File: src/rtl/rtc_emu_pkg.sv
package rtc_emu_pkg;
  localparam int FLAG_W   = 16;
  localparam int UF_BIT   = 4;
  localparam int AF_BIT   = 5;
  localparam int PF_BIT   = 6;
  localparam int IRQF_BIT = 7;
  localparam int NUM_LSB  = 8;

  typedef struct packed {
    logic upd;
    logic alm;
    logic per;
  } src_en_t;
endpackage

File: src/rtl/rtc_catchup.sv
module rtc_catchup #(
  parameter int CNT_W      = 32,
  parameter int LOST_W     = 8,
  parameter int TICK_DELTA = 100
) (
  input  logic              clk_i,
  input  logic              rst_ni,
  input  logic              tick_i,
  input  logic              run_i,
  input  logic              restart_i,
  input  logic [CNT_W-1:0]  counter_i,
  output logic [CNT_W-1:0]  cmp_o,
  output logic [LOST_W-1:0] lost_o,
  output logic              done_o
);
  localparam logic [CNT_W-1:0] DELTA = CNT_W'(TICK_DELTA);

  logic busy_q;
  logic behind;

  // counter already past comparator: signed distance positive
  assign behind = $signed(counter_i - cmp_o) > 0;

  always_ff @(posedge clk_i or negedge rst_ni) begin
    if (!rst_ni) begin
      cmp_o  <= '0;
      lost_o <= '0;
      busy_q <= 1'b0;
      done_o <= 1'b0;
    end else if (restart_i) begin
      cmp_o  <= counter_i + DELTA;
      busy_q <= 1'b0;
      done_o <= 1'b0;
    end else if (!run_i) begin
      busy_q <= 1'b0;
      done_o <= 1'b0;
    end else if (!busy_q) begin
      done_o <= 1'b0;
      if (tick_i) begin
        cmp_o  <= cmp_o + DELTA;
        lost_o <= '0;
        busy_q <= 1'b1;
      end
    end else if (behind) begin
      cmp_o <= cmp_o + DELTA;
      if (lost_o != '1) lost_o <= lost_o + 1'b1;
    end else begin
      busy_q <= 1'b0;
      done_o <= 1'b1;
    end
  end
endmodule

File: src/rtl/rtc_event_eval.sv
module rtc_event_eval
  import rtc_emu_pkg::*;
#(
  parameter int HR_W    = 5,
  parameter int MS_W    = 6,
  parameter int RATE_W  = 14,
  parameter int LOST_W  = 8,
  parameter int BASE_HZ = 64
) (
  input  logic              clk_i,
  input  logic              rst_ni,
  input  logic              eval_i,
  input  src_en_t           en_i,
  input  logic              upd_rise_i,
  input  logic [HR_W-1:0]   hour_i,
  input  logic [MS_W-1:0]   min_i,
  input  logic [MS_W-1:0]   sec_i,
  input  logic [HR_W-1:0]   alm_hour_i,
  input  logic [MS_W-1:0]   alm_min_i,
  input  logic [MS_W-1:0]   alm_sec_i,
  input  logic [RATE_W-1:0] rate_i,
  input  logic [LOST_W-1:0] lost_i,
  output logic [FLAG_W-1:0] word_o,
  output logic              valid_o
);
  localparam int BASE_LOG = $clog2(BASE_HZ);
  localparam int PCNT_W   = BASE_LOG + 1;
  localparam int SUM_W    = PCNT_W + LOST_W + 1;

  function automatic logic [PCNT_W-1:0] div_limit(input logic [RATE_W-1:0] r);
    int msb;
    msb = 0;
    for (int i = 0; i < RATE_W; i++) if (r[i]) msb = i;
    if (msb >= BASE_LOG) return PCNT_W'(1);
    return PCNT_W'(BASE_HZ >> msb);
  endfunction

  logic [MS_W-1:0]   prev_sec_q;
  logic              prev_vld_q;
  logic [PCNT_W-1:0] pcnt_q;
  logic [SUM_W-1:0]  pcnt_sum;
  logic [PCNT_W-1:0] limit;
  logic              uf, af, pf, sec_new;
  logic [FLAG_W-1:0] word_d;

  always_comb begin
    limit    = div_limit(rate_i);
    pcnt_sum = SUM_W'(pcnt_q) + SUM_W'(lost_i) + SUM_W'(1);
    sec_new  = !prev_vld_q || (sec_i != prev_sec_q);
    uf       = en_i.upd && prev_vld_q && (sec_i != prev_sec_q);
    pf       = en_i.per && (pcnt_sum >= SUM_W'(limit));
    af       = en_i.alm && (hour_i == alm_hour_i) && (min_i == alm_min_i) &&
               (sec_i == alm_sec_i);
    word_d   = '0;
    word_d[UF_BIT] = uf;
    word_d[AF_BIT] = af;
    word_d[PF_BIT] = pf;
    if (uf || af || pf) begin
      word_d[IRQF_BIT] = 1'b1;
      word_d[FLAG_W-1:NUM_LSB] = (FLAG_W-NUM_LSB)'(1);
    end
  end

  always_ff @(posedge clk_i or negedge rst_ni) begin
    if (!rst_ni) begin
      prev_sec_q <= '0;
      prev_vld_q <= 1'b0;
      pcnt_q     <= '0;
      word_o     <= '0;
      valid_o    <= 1'b0;
    end else begin
      if (upd_rise_i) begin
        prev_vld_q <= 1'b0;
      end else if (eval_i && en_i.upd && sec_new) begin
        prev_sec_q <= sec_i;
        prev_vld_q <= 1'b1;
      end
      if (eval_i && en_i.per) pcnt_q <= pf ? '0 : pcnt_sum[PCNT_W-1:0];
      if (eval_i && (uf || af || pf)) begin
        word_o  <= word_d;
        valid_o <= 1'b1;
      end else begin
        word_o  <= '0;
        valid_o <= 1'b0;
      end
    end
  end
endmodule

File: src/rtl/rtc_irq_emu.sv
module rtc_irq_emu
  import rtc_emu_pkg::*;
#(
  parameter int CNT_W      = 32,
  parameter int HR_W       = 5,
  parameter int MS_W       = 6,
  parameter int RATE_W     = 14,
  parameter int LOST_W     = 8,
  parameter int BASE_HZ    = 64,
  parameter int TICK_DELTA = 100
) (
  input  logic              clk_i,
  input  logic              rst_ni,
  input  logic              tick_i,
  input  logic [CNT_W-1:0]  counter_i,
  input  logic [HR_W-1:0]   hour_i,
  input  logic [MS_W-1:0]   min_i,
  input  logic [MS_W-1:0]   sec_i,
  input  logic              upd_en_i,
  input  logic              alm_en_i,
  input  logic              per_en_i,
  input  logic [HR_W-1:0]   alm_hour_i,
  input  logic [MS_W-1:0]   alm_min_i,
  input  logic [MS_W-1:0]   alm_sec_i,
  input  logic [RATE_W-1:0] rate_i,
  output logic              chan_en_o,
  output logic [CNT_W-1:0]  cmp_o,
  output logic [FLAG_W-1:0] flags_o,
  output logic              flags_valid_o
);
  src_en_t           en, en_q;
  logic              any_q, restart, upd_rise, done;
  logic [LOST_W-1:0] lost;

  assign en        = '{upd: upd_en_i, alm: alm_en_i, per: per_en_i};
  assign chan_en_o = |en;
  assign restart   = chan_en_o && !any_q;
  assign upd_rise  = en.upd && !en_q.upd;

  always_ff @(posedge clk_i or negedge rst_ni) begin
    if (!rst_ni) begin
      en_q  <= '0;
      any_q <= 1'b0;
    end else begin
      en_q  <= en;
      any_q <= chan_en_o;
    end
  end

  rtc_catchup #(
    .CNT_W(CNT_W), .LOST_W(LOST_W), .TICK_DELTA(TICK_DELTA)
  ) u_catchup (
    .clk_i, .rst_ni, .tick_i,
    .run_i(chan_en_o), .restart_i(restart), .counter_i,
    .cmp_o, .lost_o(lost), .done_o(done)
  );

  rtc_event_eval #(
    .HR_W(HR_W), .MS_W(MS_W), .RATE_W(RATE_W), .LOST_W(LOST_W), .BASE_HZ(BASE_HZ)
  ) u_eval (
    .clk_i, .rst_ni, .eval_i(done), .en_i(en), .upd_rise_i(upd_rise),
    .hour_i, .min_i, .sec_i, .alm_hour_i, .alm_min_i, .alm_sec_i,
    .rate_i, .lost_i(lost), .word_o(flags_o), .valid_o(flags_valid_o)
  );
endmodule

File: config.mk
export PLATFORM = sky130hd
export DESIGN_NAME = rtc_irq_emu
export DESIGN_NICKNAME = d
export VERILOG_FILES = /design/src/rtl/rtc_emu_pkg.sv /design/src/rtl/rtc_catchup.sv /design/src/rtl/rtc_event_eval.sv /design/src/rtl/rtc_irq_emu.sv
export SDC_FILE = /design/constraint.sdc
export NUM_CORES = 1
export LEC_CHECK = 0
export ABC_AREA = 1
export BUFFER_PORTS_ARGS = -buffer_cell sky130_fd_sc_hd__buf_4
export CAP_MARGIN = 20
export CORE_MARGIN = 3
export CORE_UTILIZATION = 41
export DETAILED_ROUTE_END_ITERATION = 6
export HOLD_SLACK_MARGIN = 0.08
export SLEW_MARGIN = 20
export SYNTH_ARGS = -nofsm -noshare
export SYNTH_HDL_FRONTEND = slang
export SYNTH_SLANG_ARGS = --single-unit
File: constraint.sdc
create_clock -name clk_i -period 6.2 [get_ports clk_i]
set_input_delay 0.93 -clock clk_i [delete_from_list [all_inputs] [get_ports clk_i]]
set_output_delay 0.93 -clock clk_i [all_outputs]
set_load 0.01 [all_outputs]
==> results_dict.tcl, run 1 <==
set metrics [dict create \
    status "finished clean" \
    slew_viol_final 0 \
    synth_flop_cell "dfrtp_1" \
    die_x_um 143 \
    start_kind "input pin" \
    antenna_left 0 \
    regArea_um2 1550 \
    fp-row-count 49 \
    clkLatencyLatePin_ns 0.33 \
    yosys.cell_types.count 52 \
    area_growth_pct 17.5 \
    holdPathStages 2 \
    path_class "input pin to flop" \
    path_clk_slew_ns 0.05 \
    cts-root-buf "clkbuf_16" \
    cp_data_required_time_ns 6.41 \
    crit_chain "buf_4 -> inv_1 -> ha_1 -> fa_1 -> inv_1 -> nand3_1 -> nand3_1 -> nand2_1 -> nand2_1 -> nand2_1 -> nand4_1 -> nand2_1 -> nor2_1 -> nand2_1 -> nor2_1 -> nand3_1 -> nand2_2 -> nand2_4 -> nand2_8 -> nand2_4 -> nand2_1 -> nand2_1" \
    tightest_slew_ns 0.845 \
    yosys-top-cells-area "nand2_1, dfrtp_1, inv_1" \
    maxCapViolations 0 \
    synth_xor_area_share_pct 5.84 \
    vdd_drop_max_mv 0.298 \
    htreeDepth 3 \
    worstPathArrival_ns 3.89 \
    core_area_um2 18100 \
    track_usage_pct 21.0 \
    leakagePower_nw 5.17 \
    final.setup.tns_ns 0 \
    ys_warn_count 0 \
    finalClockSkew_ns 0.00778 \
    drc 0 \
    antenna_found_initial 0 \
    finalPower_mw 3.86 \
    synth_compound_area_share_pct 7.89 \
    synth-seq-area-share_pct 20.3 \
    cp-end-kind "flop" \
    cts_hold_buf 0 \
    hp-class "flop to flop" \
    die_h_um 143 \
    grt_pass1_wl_mm 35.1 \
    path_delay_family "simple AND/OR/NAND/NOR gates" \
    initial_utilization_pct 42.1 \
    cts.sinks 62 \
    cts_resized 0 \
    critPathSlowestCell "fa_1" \
    setup_viol 0 \
    layout-drive-gt1-share_pct 14.4 \
    max_slew_margin_pct 43.6 \
    finalHoldViolations 0 \
    synthMuxAreaShare_pct 0.278 \
    multi_input_area_um2 4950 \
    postSynth.asyncResetShare_pct 100 \
    yosys.area_share.simple_pct 41.9 \
    fin_util_pct 49.5 \
    ys_top_cells_by_count "nand2_1, inv_1, nor2_1, nand3_1, dfrtp_1" \
    cpMostUsedCell "nand2_1" \
    synth_area_um2 7640 \
    fin_crit_sh_pct 59.5 \
    die-area_um2 20300 \
    viasPerCell 4.79 \
    globalplace.congestion 0.954 \
    n_antenna_cell 0 \
    synth_edf_count 0 \
    via_count 7815 \
    hold_ws_ns 0.474 \
    cts_setup_buffers 0 \
    grt_max_degree 63 \
    tritoncts "built" \
    synth_top_family_by_area "simple AND/OR/NAND/NOR gates" \
    drtPass1Iterations 5 \
    synth.most_common_cell "nand2_1" \
    io_pins 136 \
    fin_nets 1532 \
    critical_path_depth 22 \
    synth_top_area_share_pct 21.5 \
    p_per_area_nw_per_um2 429 \
    io_buffers 123 \
    wire_per_inst_um 13.2 \
    rr_worst_depth 17 \
    synth_seq_cells 62 \
    syn_area_per_cell_um2 5.97 \
    rsz0062_at_grt "false" \
    cts-buffers-inserted 9 \
    clock.fmax_ghz 0.271 \
    grt_pass1_vias 7019 \
    drt-initial-drc-count 470 \
    fill_cells 1937 \
    synth_top_area_cell "nand2_1" \
    grt_overflow_total 0 \
    cp_max_fo 32 \
    fin_crit_ns 3.69 \
    dp_hpwl_mm 18.1 \
    netlist_instances 1281 \
    cpPeakStageDelay_ns 0.41 \
    postRouteWirelength_mm 21.6 \
    worst-path-buf-inv 3 \
    synthAdderAreaFrac_pct 8.38 \
    cts.path.max_buffers 2 \
]
==> cell type report <==
type	instances	area share [%]
well taps	229	3.19
clock inverters	5	0.905
repair buffers	124	10.4
clock buffers	11	2.81
multi-input cells	953	55.1
inverters	246	10.3
flip-flops and latches	62	17.3
==> power breakdown <==
part | switching, mW | internal (mW) | total, mW
combinational | 1.63 | 0.952 | 2.59
sequential | 0.155 | 0.555 | 0.710
clock | 0.187 | 0.374 | 0.561
total | 1.98 | 1.88 | 3.86
==> cells by family after synthesis <==
logic type	Yosys count
flops	62
other cells	1
simple gates	736
xor+xnor	51
buf+inv	276
fa+ha+maj	50
compound gates	103
mux	2
==> registers in the layout (all words and copies together) (netlist names) <==
register           count
u_catchup.lost_o       8
u_catchup.busy_q       1
u_eval.prev_vld_q      1
u_catchup.done_o       1
en_q                   1
u_eval.pcnt_q          7
u_catchup.cmp_o       32
u_eval.word_o          4
u_eval.prev_sec_q      6
any_q                  1
==> layout by cell type (no fill, tap or decap), drive strengths merged, types with 2 or more instances in the layout <==
master,count
a211oi,2
a21boi,2
a21o,3
a21oi,33
a221oi,2
and2,9
and3,2
buf,124
bufinv,2
clkbuf,11
clkinv,2
conb,11
dfrtp,62
fa,2
ha,48
inv,246
nand2,451
nand3,91
nand4,29
nor2,124
nor3,18
nor4,4
o2111ai,2
o211ai,2
o21a,2
o21ai,47
o21bai,3
o22ai,4
or2,6
xnor2,14
xor2,37
==> metrics by stage <==
step	setup slack, ns	cell area, um^2	instances
2_1_floorplan	2.82	7680	1291
3_3_place_gp	2.20	8650	1614
3_5_place_dp	2.17	8650	1614
4_1_cts	2.50	8980	1630
5_1_grt	2.08	8980	1630
6_report	2.51	8980	1630
==> worst reg2reg max path, stage by stage, from the launching register on <==
cell	delay, ns
dfrtp_1	0.43
ha_1	0.25
fa_1	0.41
xnor2_1	0.32
nor2_1	0.07
nand3_1	0.11
nand2_1	0.06
inv_1	0.08
ha_1	0.24
a21oi_1	0.14
a21boi_0	0.09
o21a_1	0.17
o21ai_0	0.16
nand3_1	0.11
o21ai_1	0.40
nand2_1	0.10
nand2_1	0.11
nor2_1	0.05
==> final timing paths <==
kind	startpoint	slack [ns]	end
min in group asynchronous	rst_ni	0.67	u_catchup.cmp_o[29]$_DFFE_PN0P_
min reg2reg	u_catchup.lost_o[7]$_DFFE_PN0P_	0.47	u_catchup.lost_o[7]$_DFFE_PN0P_
max reg2reg	u_catchup.lost_o[0]$_DFFE_PN0P_	2.76	u_eval.word_o[5]$_DFF_PN0_
max in group asynchronous	rst_ni	4.96	u_catchup.cmp_o[9]$_DFFE_PN0P_
max	counter_i[0]	2.51	u_catchup.cmp_o[19]$_DFFE_PN0P_
min	u_catchup.lost_o[7]$_DFFE_PN0P_	0.47	u_catchup.lost_o[7]$_DFFE_PN0P_
==> metal layers <==
layer / up-vias / share of wire, % / wire, um / global-route usage (%)
met5: - / 0 / 0 / 0
met4: 0 / 0.89 / 191 / 3.10
met3: 14 / 4.8 / 1030 / 3.80
met2: 167 / 45 / 9710 / 33.3
met1: 3461 / 49 / 10600 / 30.4
li1: 4173 / - / - / -
(Power assumes the default switching activity.)
==> run 2, diff against run 1 <==
clock period = 3.2 ns   (was 6.2 ns; I/O delays follow)
==> results_dict.tcl, run 2 (same netlist as run 1, synthesis figures left out) <==
set metrics [dict create \
    max_slew_margin_pct 43.8 \
    cts.sinks 62 \
    clock.fmax_ghz 0.333 \
    tightest_slew_ns 0.844 \
    fill_cells 1934 \
    place_area_um2 8940 \
    die-area_um2 20300 \
    io_buffers 123 \
    track_usage_pct 21.1 \
    drc 0 \
    design_area_um2 9440 \
    finalClockSkew_ns 0.00643 \
    p_sw_mw 4.03 \
    final_common_cell "nand2_1" \
    finalNonFillerCells 1668 \
    n_antenna_cell 0 \
    htreeDepth 3 \
    status "finished clean" \
    globalplace.congestion 0.949 \
    fin_nets 1570 \
    layout-drive-gt1-share_pct 18.8 \
    cts_setup_buffers 0 \
    viasPerCell 4.80 \
    largest_reg_flops 32 \
    cp-end-kind "flop" \
    wire_per_inst_um 13.3 \
    leakagePower_nw 5.37 \
    finalPower_mw 7.98 \
    slew_viol_final 0 \
    clkLatencyLatePin_ns 0.33 \
    antenna_left 0 \
    setup_viol 0 \
    initial_utilization_pct 42.1 \
    drtPass1Iterations 5 \
    grt_max_degree 63 \
    area_growth_pct 23.5 \
    reg2reg_setup_slack_ns 0.20 \
    die_h_um 143 \
    hp-class "input pin to async pin" \
    antenna_found_initial 0 \
    pwr-share-comb_pct 70.2 \
    fin_crit_sh_pct 93.8 \
    fin_crit_ns 3.00 \
    cts-buffers-inserted 9 \
    reg2reg_from "u_catchup.lost_o[0]$_DFFE_PN0P_" \
    reg_top3 "u_catchup.cmp_o (32), u_catchup.lost_o (8), u_eval.pcnt_q (7)" \
    dp_hpwl_mm 18.3 \
    p_sw_share_pct 50.5 \
    cts.path.max_buffers 2 \
    cp_max_fo 5 \
    fp-row-count 49 \
    worstPathArrival_ns 3.27 \
    vdd_drop_max_mv 0.487 \
    die_x_um 143 \
    seq_power_share_pct 17.2 \
    cts-root-buf "clkbuf_16" \
    core_area_um2 18100 \
    hold_ws_ns 0.232 \
    drt-initial-drc-count 512 \
    path_clk_slew_ns 0.06 \
    postRouteWirelength_mm 22.3 \
    power.internal_mw 3.95 \
    io_pins 136 \
    grt_pass1_wl_mm 35.0 \
    tritoncts "built" \
    grt_pass1_vias 7049 \
    maxCapViolations 0 \
    final_cell_mix "nand2_1, inv_1, buf_4" \
    start_kind "flop" \
    grt_overflow_total 0 \
    cts_hold_buf 0 \
    p_clk_share_pct 12.6 \
    p_per_area_nw_per_um2 846 \
    dp.cells 1651 \
    via_count 8002 \
    regMostFlops "u_catchup.cmp_o" \
    r2r_end "u_eval.pcnt_q[2]$_DFFE_PN0P_" \
    finalHoldViolations 0 \
    cp_data_required_time_ns 3.46 \
    path_class "flop to flop" \
    rr_worst_depth 15 \
]
==> run 2: critical path, stage by stage, from the launching register on <==
cell,delay (ns)
dfrtp_1,0.39
ha_2,0.20
fa_2,0.37
nand3_1,0.11
nand3_2,0.15
xnor2_4,0.27
xor2_2,0.17
ha_1,0.24
a21boi_1,0.13
o21a_1,0.21
o21ai_2,0.13
nand3_2,0.12
o21ai_2,0.18
buf_6,0.14
nand3_1,0.07
nand2_1,0.07
==> run 2: worst max path at each step <==
stage | from | endpoint | slack, ns | cells after the start
floorplan | u_catchup.lost_o[0]$_DFFE_PN0P_ | u_eval.word_o[5]$_DFF_PN0_ | 0.19 | 16
global placement | rate_i[3] | u_eval.pcnt_q[2]$_DFFE_PN0P_ | -0.09 | 24
detailed placement | rate_i[3] | u_eval.pcnt_q[2]$_DFFE_PN0P_ | -0.09 | 24
CTS | u_catchup.lost_o[0]$_DFFE_PN0P_ | u_eval.pcnt_q[2]$_DFFE_PN0P_ | 0.01 | 15
global route | u_catchup.cmp_o[25]$_DFFE_PN0P_ | u_catchup.cmp_o[16]$_DFFE_PN0P_ | -0.004 | 20
finish | u_catchup.lost_o[0]$_DFFE_PN0P_ | u_eval.pcnt_q[2]$_DFFE_PN0P_ | 0.20 | 15
==> run 2: what timing repair did <==
| action | CTS | global route |
|---|---|---|
| pin swaps | 0 | 10 |
| cloned | 0 | 1 |
| endpoints found under the setup margin | 3 | 44 |
| gates resized for setup | 2 | 39 |
==> run 2: power groups by stage <==
stage          Clock, mW  Combinational (mW)  Sequential, mW
2_1_floorplan          0                3.67            1.38
3_3_place_gp           0                5.27            1.38
3_5_place_dp           0                5.32            1.38
4_1_cts             1.03                5.37            1.37
5_1_grt             1.06                6.34            1.41
6_report            1.00                5.60            1.37
==> run 2: area by class of cell <==
cell class	count	area (um^2)	share of cell area, %
well taps	229	287	3.04
multi-input cells	954	5130	54.3
clock inverters	5	57.6	0.610
clock buffers	11	253	2.68
flip-flops and latches	62	1550	16.5
inverters	246	926	9.81
repair buffers	161	1230	13.1
==> run 2: per-layer routing <==
metal / vias up / track usage, % / part of all wire (%)
met5: - / 0 / 0
met4: 0 / 3.55 / 0.77
met3: 17 / 3.29 / 4.8
met2: 168 / 33.5 / 45
met1: 3561 / 30.8 / 49
li1: 4256 / - / -
==> run 2: metrics by stage <==
stage	setup TNS [ns]	setup WS (ns)	util [%]
after floorplan	0	0.187	-
after global placement	-1.50	-0.0925	49.3
after detailed placement	-1.42	-0.0923	49.3
after CTS	0	0.00986	51.0
after global routing	-0.00644	-0.00358	52.0
final	0	0.197	52.0
==> run 3, diff against run 2 <==
CORE_ASPECT_RATIO = 0.9   (was default)
GPL_ROUTABILITY_DRIVEN = 0   (was default)
==> results_dict.tcl, run 3 (same netlist as run 1, synthesis figures left out) <==
set metrics [dict create \
    worstPathArrival_ns 3.40 \
    clock.fmax_ghz 0.319 \
    start_kind "flop" \
    fin_crit_ns 3.13 \
    p_per_area_nw_per_um2 818 \
    cts_hold_buf 0 \
    maxCapViolations 0 \
    finalNonFillerCells 1694 \
    grt_pass1_vias 7188 \
    cts.path.max_buffers 2 \
    finalClockSkew_ns 0.00313 \
    fill_cells 1910 \
    layout-drive-gt1-share_pct 20.2 \
    reg_top3 "u_catchup.cmp_o (32), u_catchup.lost_o (8), u_eval.pcnt_q (7)" \
    die_h_um 136 \
    grt_overflow_total 0 \
    antenna_found_initial 0 \
    antenna_left 0 \
    via_count 8079 \
    initial_utilization_pct 42.6 \
    largest_reg_flops 32 \
    tritoncts "built" \
    fin_crit_sh_pct 97.9 \
    finalPower_mw 7.83 \
    dp_hpwl_mm 18.2 \
    postRouteWirelength_mm 22.3 \
    core_area_um2 18000 \
    setup_viol 0 \
    wire_per_inst_um 13.2 \
    path_class "flop to flop" \
    cp_data_required_time_ns 3.47 \
    max_slew_margin_pct 44.8 \
    slew_viol_final 0 \
    grt_pass1_wl_mm 35.3 \
    vdd_drop_max_mv 0.426 \
    io_pins 136 \
    finalHoldViolations 0 \
    fp-row-count 46 \
    die-area_um2 20300 \
    drtPass1Iterations 5 \
    clkLatencyLatePin_ns 0.33 \
    area_growth_pct 25.3 \
    fin_nets 1585 \
    grt_max_degree 63 \
    final_cell_mix "nand2_1, inv_1, buf_4" \
    track_usage_pct 21.4 \
    path_clk_slew_ns 0.06 \
    cts.sinks 62 \
    rsz0062_at_grt "true" \
    viasPerCell 4.77 \
    dp.cells 1669 \
    die_x_um 150 \
    drc 0 \
    cts-buffers-inserted 9 \
    status "finished clean" \
    cp-end-kind "flop" \
    cts-root-buf "clkbuf_16" \
    drt-initial-drc-count 494 \
    htreeDepth 3 \
    hp-class "input pin to async pin" \
    leakagePower_nw 5.44 \
    n_antenna_cell 0 \
    io_buffers 123 \
    tightest_slew_ns 0.828 \
    regMostFlops "u_catchup.cmp_o" \
    final_common_cell "nand2_1" \
    cp_max_fo 5 \
]
-- run 3: final timing paths --
path | start | end | slack (ns) | depth (start not counted)
hold / removal | rst_ni | u_catchup.cmp_o[28]$_DFFE_PN0P_ | 0.24 | 1
setup reg to reg | u_eval.pcnt_q[0]$_DFFE_PN0P_ | u_eval.pcnt_q[2]$_DFFE_PN0P_ | 0.07 | 17
hold reg to reg | u_catchup.lost_o[7]$_DFFE_PN0P_ | u_catchup.lost_o[7]$_DFFE_PN0P_ | 0.47 | 2
min in group clk_i | upd_en_i | en_q[2]$_DFF_PN0_ | 0.30 | 1
setup / recovery | u_eval.pcnt_q[0]$_DFFE_PN0P_ | u_eval.pcnt_q[2]$_DFFE_PN0P_ | 0.07 | 17
max in group asynchronous | rst_ni | u_catchup.cmp_o[7]$_DFFE_PN0P_ | 2.35 | 1
-- run 3: layout make-up --
class / count / area [um^2] / area share, %
sequential: 62 / 1550 / 16.2
multi-input combinational: 954 / 5180 / 54.1
clock buffer: 10 / 229 / 2.39
clock inverter: 6 / 38.8 / 0.405
tap: 240 / 300 / 3.14
inverter: 246 / 926 / 9.67
timing repair buffer: 176 / 1350 / 14.1
-- run 3: metrics by stage --
step	instance area, um^2	hold slack [ns]	setup TNS, ns	setup WS (ns)	utilization [%]
2_1_floorplan	7680	0.184	0	0.187	-
3_3_place_gp	9000	0.458	-2.96	-0.118	50.1
3_5_place_dp	9000	0.459	-3.38	-0.118	50.1
4_1_cts	9320	0.271	0	0.00930	51.9
5_1_grt	9580	0.285	-0.680	-0.0854	53.3
6_report	9580	0.237	0	0.0667	53.3
-- run 3: where the power goes --
part	switching, mW	total [mW]	leakage [nW]	internal [mW]
sequential	0.289	1.37	0.794	1.08
clock	0.369	0.889	0.128	0.521
combinational	3.36	5.57	4.51	2.21
-- run 3: metal layers --
layer  routed length (um)  part of all wire (%)  GRT usage [%]
met5                    0                     0              0
met4                  205                  0.92           3.81
met3                 1450                   6.5           3.51
met2                 9700                    43           32.4
met1                11000                    49           32.3
-- run 3: timing repair --
action / CTS / global route
cloned: 0 / 1
pin swaps: 2 / 23
setup endpoints to repair: 8 / 50
setup buffers: 4 / 4
gates resized for setup: 3 / 50
-- run 3: worst max-delay path, stage by stage (launching register included) --
cell and delay (ns):
dfrtp_1 0.38, ha_2 0.20, fa_2 0.38, xnor2_1 0.14, buf_4 0.15, nor2_2 0.12
nand2_2 0.09, buf_4 0.14, nor2_1 0.15, a21o_1 0.17, nand2_1 0.08, ha_1 0.29
o21ai_1 0.08, nand3_1 0.13, o21ai_2 0.26, buf_6 0.16, nand3_1 0.07, nand2_1 0.07
